`src/rtl/uirs_pkg.sv`:
```
package uirs_pkg;
  localparam int NSRC = 4;
  localparam int AW   = 4;

  localparam int SRC_TX_WM    = 0;
  localparam int SRC_RX_WM    = 1;
  localparam int SRC_TX_EMPTY = 2;
  localparam int SRC_RX_OVF   = 3;

  localparam logic [AW-1:0] ADR_STATE  = 4'd0;
  localparam logic [AW-1:0] ADR_ENABLE = 4'd1;
  localparam logic [AW-1:0] ADR_TEST   = 4'd2;
  localparam logic [AW-1:0] ADR_CTRL   = 4'd3;
  localparam logic [AW-1:0] ADR_STATUS = 4'd4;
  localparam logic [AW-1:0] ADR_DATA   = 4'd5;

  localparam int CTRL_RXEN_BIT = 1;

  // next interrupt state: clears first, then every set source wins
  function automatic logic [NSRC-1:0] irq_next(
    input logic [NSRC-1:0] cur,
    input logic [NSRC-1:0] clr,
    input logic [NSRC-1:0] tst,
    input logic [NSRC-1:0] hw
  );
    return (cur & ~clr) | tst | hw;
  endfunction

  function automatic logic [5:0] status_pack(
    input logic tx_full, input logic rx_full, input logic tx_empty,
    input logic tx_idle, input logic rx_idle, input logic rx_empty
  );
    return {rx_empty, rx_idle, tx_idle, tx_empty, rx_full, tx_full};
  endfunction
endpackage

```
`src/rtl/uirs_irq_bank.sv`:
```
module uirs_irq_bank
  import uirs_pkg::*;
#(
  parameter int N = NSRC
) (
  input  logic         clk,
  input  logic         rst_n,
  input  logic         en_we,
  input  logic         clr_we,
  input  logic         tst_we,
  input  logic [N-1:0] wbits,
  input  logic [N-1:0] hw_set,
  output logic [N-1:0] state_q,
  output logic [N-1:0] enable_q,
  output logic [N-1:0] irq
);
  logic [N-1:0] clr_bits;
  logic [N-1:0] tst_bits;

  assign clr_bits = clr_we ? wbits : '0;
  assign tst_bits = tst_we ? wbits : '0;

  always_ff @(posedge clk or negedge rst_n) begin
    if (!rst_n) begin
      state_q  <= '0;
      enable_q <= '0;
    end else begin
      state_q <= irq_next(state_q, clr_bits, tst_bits, hw_set);
      if (en_we) enable_q <= wbits;
    end
  end

  for (genvar i = 0; i < N; i++) begin : g_line
    assign irq[i] = state_q[i] & enable_q[i];
  end
endmodule

```
`src/rtl/uirs_rx_hold.sv`:
```
module uirs_rx_hold #(
  parameter int BYTE_W = 8,
  parameter int LVL_W  = 4
) (
  input  logic              clk,
  input  logic              rst_n,
  input  logic              rx_en,
  input  logic              rx_valid,
  input  logic [BYTE_W-1:0] rx_byte,
  input  logic              rd_pop,
  output logic              rx_ready,
  output logic              accept,
  output logic [BYTE_W-1:0] byte_q,
  output logic              full_q,
  output logic              empty_q,
  output logic              idle_q
);
  localparam logic [LVL_W-1:0] ONE = LVL_W'(1);

  logic [LVL_W-1:0] level_q;
  logic             pop_ok;

  assign rx_ready = rx_en & ~full_q;
  assign accept   = rx_valid & rx_ready;
  assign pop_ok   = rd_pop & rx_en & (level_q != '0);

  always_ff @(posedge clk or negedge rst_n) begin
    if (!rst_n) begin
      level_q <= '0;
      byte_q  <= '0;
      full_q  <= 1'b0;
      empty_q <= 1'b1;
      idle_q  <= 1'b1;
    end else if (accept) begin
      byte_q  <= rx_byte;
      level_q <= level_q + ONE;
      full_q  <= 1'b1;
      empty_q <= 1'b0;
      idle_q  <= 1'b0;
    end else if (pop_ok) begin
      level_q <= level_q - ONE;
      full_q  <= 1'b0;
      if (level_q == ONE) begin
        empty_q <= 1'b1;
        idle_q  <= 1'b1;
      end
    end
  end
endmodule

```
`src/rtl/uart_irq_rxstat.sv`:
```
module uart_irq_rxstat
  import uirs_pkg::*;
#(
  parameter int BYTE_W = 8,
  parameter int LVL_W  = 4
) (
  input  logic              clk,
  input  logic              rst_n,
  input  logic              reg_wr,
  input  logic              reg_rd,
  input  logic [AW-1:0]     reg_addr,
  input  logic [31:0]       reg_wdata,
  output logic [31:0]       reg_rdata,
  input  logic              rx_valid,
  input  logic [BYTE_W-1:0] rx_byte,
  output logic              rx_ready,
  input  logic              tx_wmark_pulse,
  input  logic              tx_empty_pulse,
  input  logic              rx_ovf_pulse,
  input  logic              tx_full_in,
  input  logic              tx_empty_in,
  input  logic              tx_idle_in,
  output logic              irq_tx_wmark,
  output logic              irq_rx_wmark,
  output logic              irq_tx_empty,
  output logic              irq_rx_ovf
);
  logic [31:0]       ctrl_q;
  logic [2:0]        txf_q;
  logic [NSRC-1:0]   int_state;
  logic [NSRC-1:0]   int_enable;
  logic [NSRC-1:0]   irq_vec;
  logic [NSRC-1:0]   hw_set;
  logic              rx_accept;
  logic              rx_en;
  logic [BYTE_W-1:0] rx_byte_q;
  logic              rx_full;
  logic              rx_empty;
  logic              rx_idle;
  logic              wr_state;
  logic              wr_enable;
  logic              wr_test;
  logic              rd_data;
  logic [5:0]        status_bits;

  assign wr_state  = reg_wr & (reg_addr == ADR_STATE);
  assign wr_enable = reg_wr & (reg_addr == ADR_ENABLE);
  assign wr_test   = reg_wr & (reg_addr == ADR_TEST);
  assign rd_data   = reg_rd & (reg_addr == ADR_DATA);
  assign rx_en     = ctrl_q[CTRL_RXEN_BIT];

  always_comb begin
    hw_set               = '0;
    hw_set[SRC_TX_WM]    = tx_wmark_pulse;
    hw_set[SRC_RX_WM]    = rx_accept;
    hw_set[SRC_TX_EMPTY] = tx_empty_pulse;
    hw_set[SRC_RX_OVF]   = rx_ovf_pulse;
  end

  always_ff @(posedge clk or negedge rst_n) begin
    if (!rst_n) begin
      ctrl_q <= '0;
      txf_q  <= 3'b110;  // {idle, empty, full}
    end else begin
      if (reg_wr && reg_addr == ADR_CTRL) ctrl_q <= reg_wdata;
      txf_q <= {tx_idle_in, tx_empty_in, tx_full_in};
    end
  end

  uirs_irq_bank #(.N(NSRC)) u_irq (
    .clk      (clk),
    .rst_n    (rst_n),
    .en_we    (wr_enable),
    .clr_we   (wr_state),
    .tst_we   (wr_test),
    .wbits    (reg_wdata[NSRC-1:0]),
    .hw_set   (hw_set),
    .state_q  (int_state),
    .enable_q (int_enable),
    .irq      (irq_vec)
  );

  uirs_rx_hold #(.BYTE_W(BYTE_W), .LVL_W(LVL_W)) u_rx (
    .clk      (clk),
    .rst_n    (rst_n),
    .rx_en    (rx_en),
    .rx_valid (rx_valid),
    .rx_byte  (rx_byte),
    .rd_pop   (rd_data),
    .rx_ready (rx_ready),
    .accept   (rx_accept),
    .byte_q   (rx_byte_q),
    .full_q   (rx_full),
    .empty_q  (rx_empty),
    .idle_q   (rx_idle)
  );

  assign status_bits = status_pack(txf_q[0], rx_full, txf_q[1], txf_q[2],
                                   rx_idle, rx_empty);

  always_comb begin
    reg_rdata = '0;
    unique case (reg_addr)
      ADR_STATE:  reg_rdata[NSRC-1:0]   = int_state;
      ADR_ENABLE: reg_rdata[NSRC-1:0]   = int_enable;
      ADR_CTRL:   reg_rdata             = ctrl_q;
      ADR_STATUS: reg_rdata[5:0]        = status_bits;
      ADR_DATA:   reg_rdata[BYTE_W-1:0] = rx_byte_q;
      default:    reg_rdata             = '0;
    endcase
  end

  assign irq_tx_wmark = irq_vec[SRC_TX_WM];
  assign irq_rx_wmark = irq_vec[SRC_RX_WM];
  assign irq_tx_empty = irq_vec[SRC_TX_EMPTY];
  assign irq_rx_ovf   = irq_vec[SRC_RX_OVF];
endmodule

```
`config.mk`:
```
export PLATFORM = sky130hd
export DESIGN_NAME = uart_irq_rxstat
export DESIGN_NICKNAME = d
export VERILOG_FILES = /design/src/rtl/uirs_pkg.sv /design/src/rtl/uirs_irq_bank.sv /design/src/rtl/uirs_rx_hold.sv /design/src/rtl/uart_irq_rxstat.sv
export SDC_FILE = /design/constraint.sdc
export NUM_CORES = 1
export LEC_CHECK = 0
export BUFFER_PORTS_ARGS = -buffer_cell sky130_fd_sc_hd__buf_2
export CAP_MARGIN = 20
export CORE_MARGIN = 8
export CORE_UTILIZATION = 50
export DETAILED_ROUTE_END_ITERATION = 7
export GPL_ROUTABILITY_DRIVEN = 0
export PLACE_DENSITY = 0.76
export SLEW_MARGIN = 20
export SYNTH_ARGS = -nofsm -noshare
export SYNTH_HDL_FRONTEND = slang
export SYNTH_SLANG_ARGS = --single-unit
```
`constraint.sdc`:
```
create_clock -name clk -period 2.3 [get_ports clk]
set_clock_uncertainty 0.2 [all_clocks]
set_input_delay 0.46 -clock clk [delete_from_list [all_inputs] [get_ports clk]]
set_output_delay 0.46 -clock clk [all_outputs]
set_load 0.01 [all_outputs]
```
# Word level (Yosys, flattened, before mapping)
# Cells that the tools add are included.
[op_classes]
mux = 13
bitwise_logic = 17
eq_ne = 6
n_reduce_logical = 6
addsub = 2
[ops]
columns = ["cell", "count"]
rows = [
  ["2-to-1 mux 24 bit", 1],
  ["case mux 4 bit (5 select lines)", 1],
  ["2-to-1 mux 4 bit", 4],
  ["AND 1 bit", 12],
  ["equality test 4 x 1 -> 1 bit, second input constant", 2],
  ["equality test 4 x 2 -> 1 bit, second input constant", 2],
  ["equality test 4 x 3 -> 1 bit, second input constant", 2],
  ["bitwise OR 4 bit", 2],
  ["case mux 2 bit (3 select lines)", 1],
  ["2-to-1 mux 1 bit", 5],
  ["adder 4 x 1 -> 4 bit, second input constant", 1],
  ["AND 4 bit", 1],
  ["zero test 4 bit", 1],
  ["inverter 4 bit", 1],
  ["case mux 2 bit (2 select lines)", 1],
  ["nonzero test 2 bit", 2],
  ["nonzero test 4 bit", 1],
  ["subtractor 4 x 1 -> 4 bit, second input constant", 1],
  ["AND reduction 2 bit", 1],
  ["logical AND 1 bit", 1],
  ["inverter 1 bit", 1],
]
[word_totals]
inputBits = 55
register_bits = 57
word_cells = 52

# Logic depth before layout (Yosys ltp)
[depth]
word_depth = 7
mapped_depth = 6

# Hierarchy
# Synthesis repeated with hierarchy kept, for this count alone.
[unflattened]
hier_cells = 238
area_unflattened_um2 = 2914.0
[by_module_without_submodules]
columns = ["module", "seq_area_each_um2", "n_inst", "cells_each", "area_per_inst_um2"]
rows = [
  ["uart_irq_rxstat", 878.3, 1, 143, 1915.6],
  ["uirs_rx_hold", 351.6, 1, 71, 673.1],
  ["uirs_irq_bank", 200.2, 1, 24, 325.3],
]

# Worst setup path before layout
# Ideal clock, no wire load.
[synth_path]
path_type = "input -> output"
startpoint = "input port reg_addr[0]"
endpoint = "output port reg_rdata[4]"
required_ns = 1.640
path_slack_ns = 0.202
path_stages = 6
n_path_buf = 3
arrival_time_ns = 1.438
path_cell_list = "buf_2 -> and3_1 -> clkbuf_1 -> clkbuf_1 -> nand2_1 -> o21ai_0"
[synth_via]
elab_chain_len = 2
elab_cells_between_ends = 4
cone_classes = "eq/ne: 3; mux: 1"
[synth_rtl]
columns = ["element", "line_no", "source"]
rows = [
  ["from (decl)", "uart_irq_rxstat.sv:11", "input logic [AW-1:0] reg_addr,"],
  ["equality test 4 x 3 -> 1 bit or equality test 4 x 2 -> 1 bit (tied branches)", "uart_irq_rxstat.sv:103", "unique case (reg_addr)"],
  ["case mux 2 bit (3 select lines) (*)", "uart_irq_rxstat.sv:103", ""],
  ["to (decl)", "uart_irq_rxstat.sv:13", "output logic [31:0] reg_rdata,"],
]
# Mark *: on every way between the ends. The rest lies on a longest branch, timed or not.

# Worst setup path after layout
[layout_path]
startpoint = "input port reg_addr[1]"
endpoint = "output port reg_rdata[5]"
# Same word-level chain as after synthesis.

==> results.txt <==
Number of setup buffers added after CTS: 0
Type of the worst setup path: in2out
Mean number of vias per cell: 5.12
Chip Height: 89.5 um
Clock-pin slew on the worst setup and hold paths: 0.06 ns
Clock sink count: 57
Max VDD drop: 545 uV
Adder-cell area share of the yosys netlist: 0.0139
Synthesized-area fraction occupied by ao, oa, aoi and oai cells: 0.0723
Horiz. Die Dim: 89.5 um
Overall die area: 8000 um2
Upper clock frequency limit: 0.453 GHz
Effective utilization at floorplan: 0.522
FP Rows: 26
Final HPWL DP: 4.86 mm
Combined area of all synthesized cells: 2700 um2
Worst-skew pair later-pin latency: 0.32 ns
Number of H-tree levels: 3
Post-synthesis share of cell area spent on xor and xnor gates: 0.00325
First-pass GRT wire length: 10.5 mm
Number of inserted diodes: 0
Post-detailed-placement cell area: 3290 um2
Transition time at the pin with the least slew margin: 0.458 ns
Instance count of the mapped netlist: 237
Remaining global-route overflow: 0
Final Slew Violations: 0
Data arrival time of the critical path: 1.55 ns
Count of placed standard cells in the final layout, fillers left out: 411
Count of port buffers added during placement: 91
Setup repair after global routing missed its margin: no
Number of buffers on the longest clock path: 2
Fraction of power spent switching nets: 0.285
Final setup slack of the worst path: 0.0901 ns
Post-Place Worst Slack: 0.0998 ns
Number of enable-type register cells in the synthesized netlist: 0
Worst slew margin: 0.694
Final non-filler cell area: 3460 um2
Fraction of registers with async set or reset after synthesis: 1.00
Proportion of power drawn by the clock network: 0.273
Cell chosen for the clock root: sky130_fd_sc_hd__clkbuf_8
Maxcap violations: 0
Post-synthesis share of cell area spent on and, or, nand and nor gates: 0.173
CTS tree: built
Count of final hold-check violations: 0
Largest net degree at the start of global routing: 32
Main combinational cell family by area after synthesis: multiplexers
Number of iterations in the first detailed-routing pass: 4
LEAKAGE: 1.78 nW
Total length of routed wires: 6.39 mm
WP data required: 1.64 ns
Worst Path Max Fanout: 14
Filler cells: 433
Fraction of layout instances using a drive strength above 1: 0.455
Ports placed on the boundary: 92
GRT Resource Usage Total: 0.171
Run status: finished, final reports clean
Clock period minus worst slack: 2.21 ns
Detail-routed net length per standard cell: 15.5 um
Number of DRC markers after the initial detailed-route iteration: 95
Antenna violations before repair: 0
Number of flip-flops and latches in the synthesized netlist: 57
Final net count: 394
P per Cell Area: 824 nW/um2
Number of global-route vias before repair: 2,209
Total power: 2.85 mW
Post-synthesis mux area share: 0.185
Count of unique library cells instantiated by Yosys: 36
Average size of a mapped cell: 11.4 um2
Count of endpoints failing setup in the final report: 0
Power Internal: 2.04 mW
DR DRC count: 0
Endpoint kind of the worst setup timing path: output pin
Total via count after detailed routing: 2,105
TritonCTS buffer count: 9
Worst min-delay path class: in2reg
Crit path launch type: input pin
Final Cycle Share: 0.961
Synth warnings: 0
Area of the placeable core: 5170 um2
Net count after synthesis: 295
Combinational group share of total power: 0.225
Sequential group share of total power: 0.502
Antenna viol nets, final: 0
Total Negative Setup Slacks: 0 ns
Placed Cells incl. Taps: 394
Net switching power: 0.813 mW
Area delta synth->final: 28.3%
Dominant register cell in the synthesized netlist: sky130_fd_sc_hd__dfrtp_1
Sequential share of the synthesized area: 0.530
-- layout make-up --
type | count | area, um2 | share of cell area
tap | 70 | 87.6 | 0.0253
inverter | 3 | 11.3 | 0.00325
multi-input combinational | 165 | 1210 | 0.349
sequential | 57 | 1430 | 0.413
clock inverter | 1 | 5.00 | 0.00145
timing repair buffer | 100 | 563 | 0.163
clock buffer | 15 | 156 | 0.0452
-- per-stage QoR --
step	util	hold slack (ns)
2_1_floorplan	-	-0.0356
3_3_place_gp	0.636	0.222
3_5_place_dp	0.636	0.225
4_1_cts	0.670	0.0309
5_1_grt	0.670	0.0329
6_report	0.670	0.0384
-- per-layer routing --
| layer | part of all wire | global-route usage |
|---|---|---|
| met1 | 0.40 | 0.193 |
| met2 | 0.52 | 0.298 |
| met3 | 0.069 | 0.0441 |
| met4 | 0.011 | 0.0725 |
| met5 | 0 | 0 |
-- synth_stat cells (2+ instances only) --
cell type                   n  share of area
sky130_fd_sc_hd__ha_1       3          0.014
sky130_fd_sc_hd__a311o_1    3          0.011
sky130_fd_sc_hd__a22oi_1    4          0.011
sky130_fd_sc_hd__buf_2      2         0.0037
sky130_fd_sc_hd__o22ai_1    5          0.012
sky130_fd_sc_hd__and3_1     4         0.0093
sky130_fd_sc_hd__a21boi_0   4          0.011
sky130_fd_sc_hd__inv_1      3         0.0042
sky130_fd_sc_hd__nand2_1   34          0.047
sky130_fd_sc_hd__nand3_1    6          0.011
sky130_fd_sc_hd__nor2b_1    2         0.0046
sky130_fd_sc_hd__mux2i_1    5          0.019
sky130_fd_sc_hd__dfrtp_1   54           0.50
sky130_fd_sc_hd__mux2_2    40           0.17
sky130_fd_sc_hd__a21oi_1    2         0.0037
sky130_fd_sc_hd__and2_1    28          0.065
sky130_fd_sc_hd__nor2_1     7         0.0097
sky130_fd_sc_hd__a32o_1     2         0.0074
sky130_fd_sc_hd__clkbuf_1   9          0.013
sky130_fd_sc_hd__dfstp_2    3          0.029
sky130_fd_sc_hd__o21ai_0    2         0.0037
-- worst paths after layout --
kind	slack (ns)	endpoint	startpoint	cells after the start
setup / recovery	0.09	reg_rdata[5]	reg_addr[1]	4
hold / removal	0.04	txf_q[1]$_DFF_PN1_	tx_empty_in	1
setup reg to reg	0.58	u_rx.level_q[1]$_DFFE_PN0P_	u_rx.level_q[0]$_DFFE_PN0P_	5
hold reg to reg	0.27	u_rx.byte_q[3]$_DFFE_PN0P_	u_rx.byte_q[3]$_DFFE_PN0P_	2
max in group asynchronous	0.88	u_rx.idle_q$_DFFE_PN1P_	rst_n	3
min in group asynchronous	0.42	u_rx.byte_q[2]$_DFFE_PN0P_	rst_n	2
-- critical path: stages --
cell	delay (ns)
sky130_fd_sc_hd__buf_2	0.19
sky130_fd_sc_hd__or3b_1	0.53
sky130_fd_sc_hd__o21ai_0	0.21
sky130_fd_sc_hd__buf_2	0.16
-- state kept, by name, summed over array words and instances, names as in the netlist --
signal,count
u_rx.idle_q,1
u_rx.level_q,4
u_rx.byte_q,8
u_irq.enable_q,4
u_rx.full_q,1
txf_q,3
u_irq.state_q,4
ctrl_q,32
-- cells by family after synthesis --
| group | after synthesis |
|---|---|
| adders and majority gates | 3 |
| AOI/OAI and AO/OA | 26 |
| xor gates and xnor gates | 1 |
| buffers and inverters | 15 |
| and+or+nand+nor | 90 |
| DFF | 57 |
| muxes | 45 |
-- power groups by stage --
stage               sequential (mW)  combinational, mW  clock (mW)
finish                         1.43              0.643       0.778
global route                   1.47              0.725       0.851
CTS                            1.43              0.655       0.793
detailed placement             1.45              0.649           0
global placement               1.44              0.625           0
floorplan                      1.40              0.451           0
-- cells in the final DEF (no fill, tap or decap), types with 4 or more instances in the layout --
| cell type | netlist | layout |
|---|---|---|
| sky130_fd_sc_hd__mux2i_1 | 5 | 5 |
| sky130_fd_sc_hd__a21boi_0 | 4 | 4 |
| sky130_fd_sc_hd__clkbuf_8 | 0 | 10 |
| sky130_fd_sc_hd__buf_4 | 0 | 5 |
| sky130_fd_sc_hd__buf_2 | 2 | 91 |
| sky130_fd_sc_hd__mux2_2 | 40 | 40 |
| sky130_fd_sc_hd__and2_1 | 28 | 28 |
| sky130_fd_sc_hd__nand3_1 | 6 | 6 |
| sky130_fd_sc_hd__and3_1 | 4 | 4 |
| sky130_fd_sc_hd__nand2_1 | 34 | 34 |
| sky130_fd_sc_hd__nor2_1 | 7 | 7 |
| sky130_fd_sc_hd__clkbuf_1 | 9 | 5 |
| sky130_fd_sc_hd__dfrtp_1 | 54 | 54 |
| sky130_fd_sc_hd__o22ai_1 | 5 | 5 |
| sky130_fd_sc_hd__a22oi_1 | 4 | 4 |
-- what timing repair did --
item,CTS,global route
hold buffers,1,0
resized for setup,0,0
endpoints found under the hold margin,15,0
No activity file was read; power rests on OpenSTA's default activity.
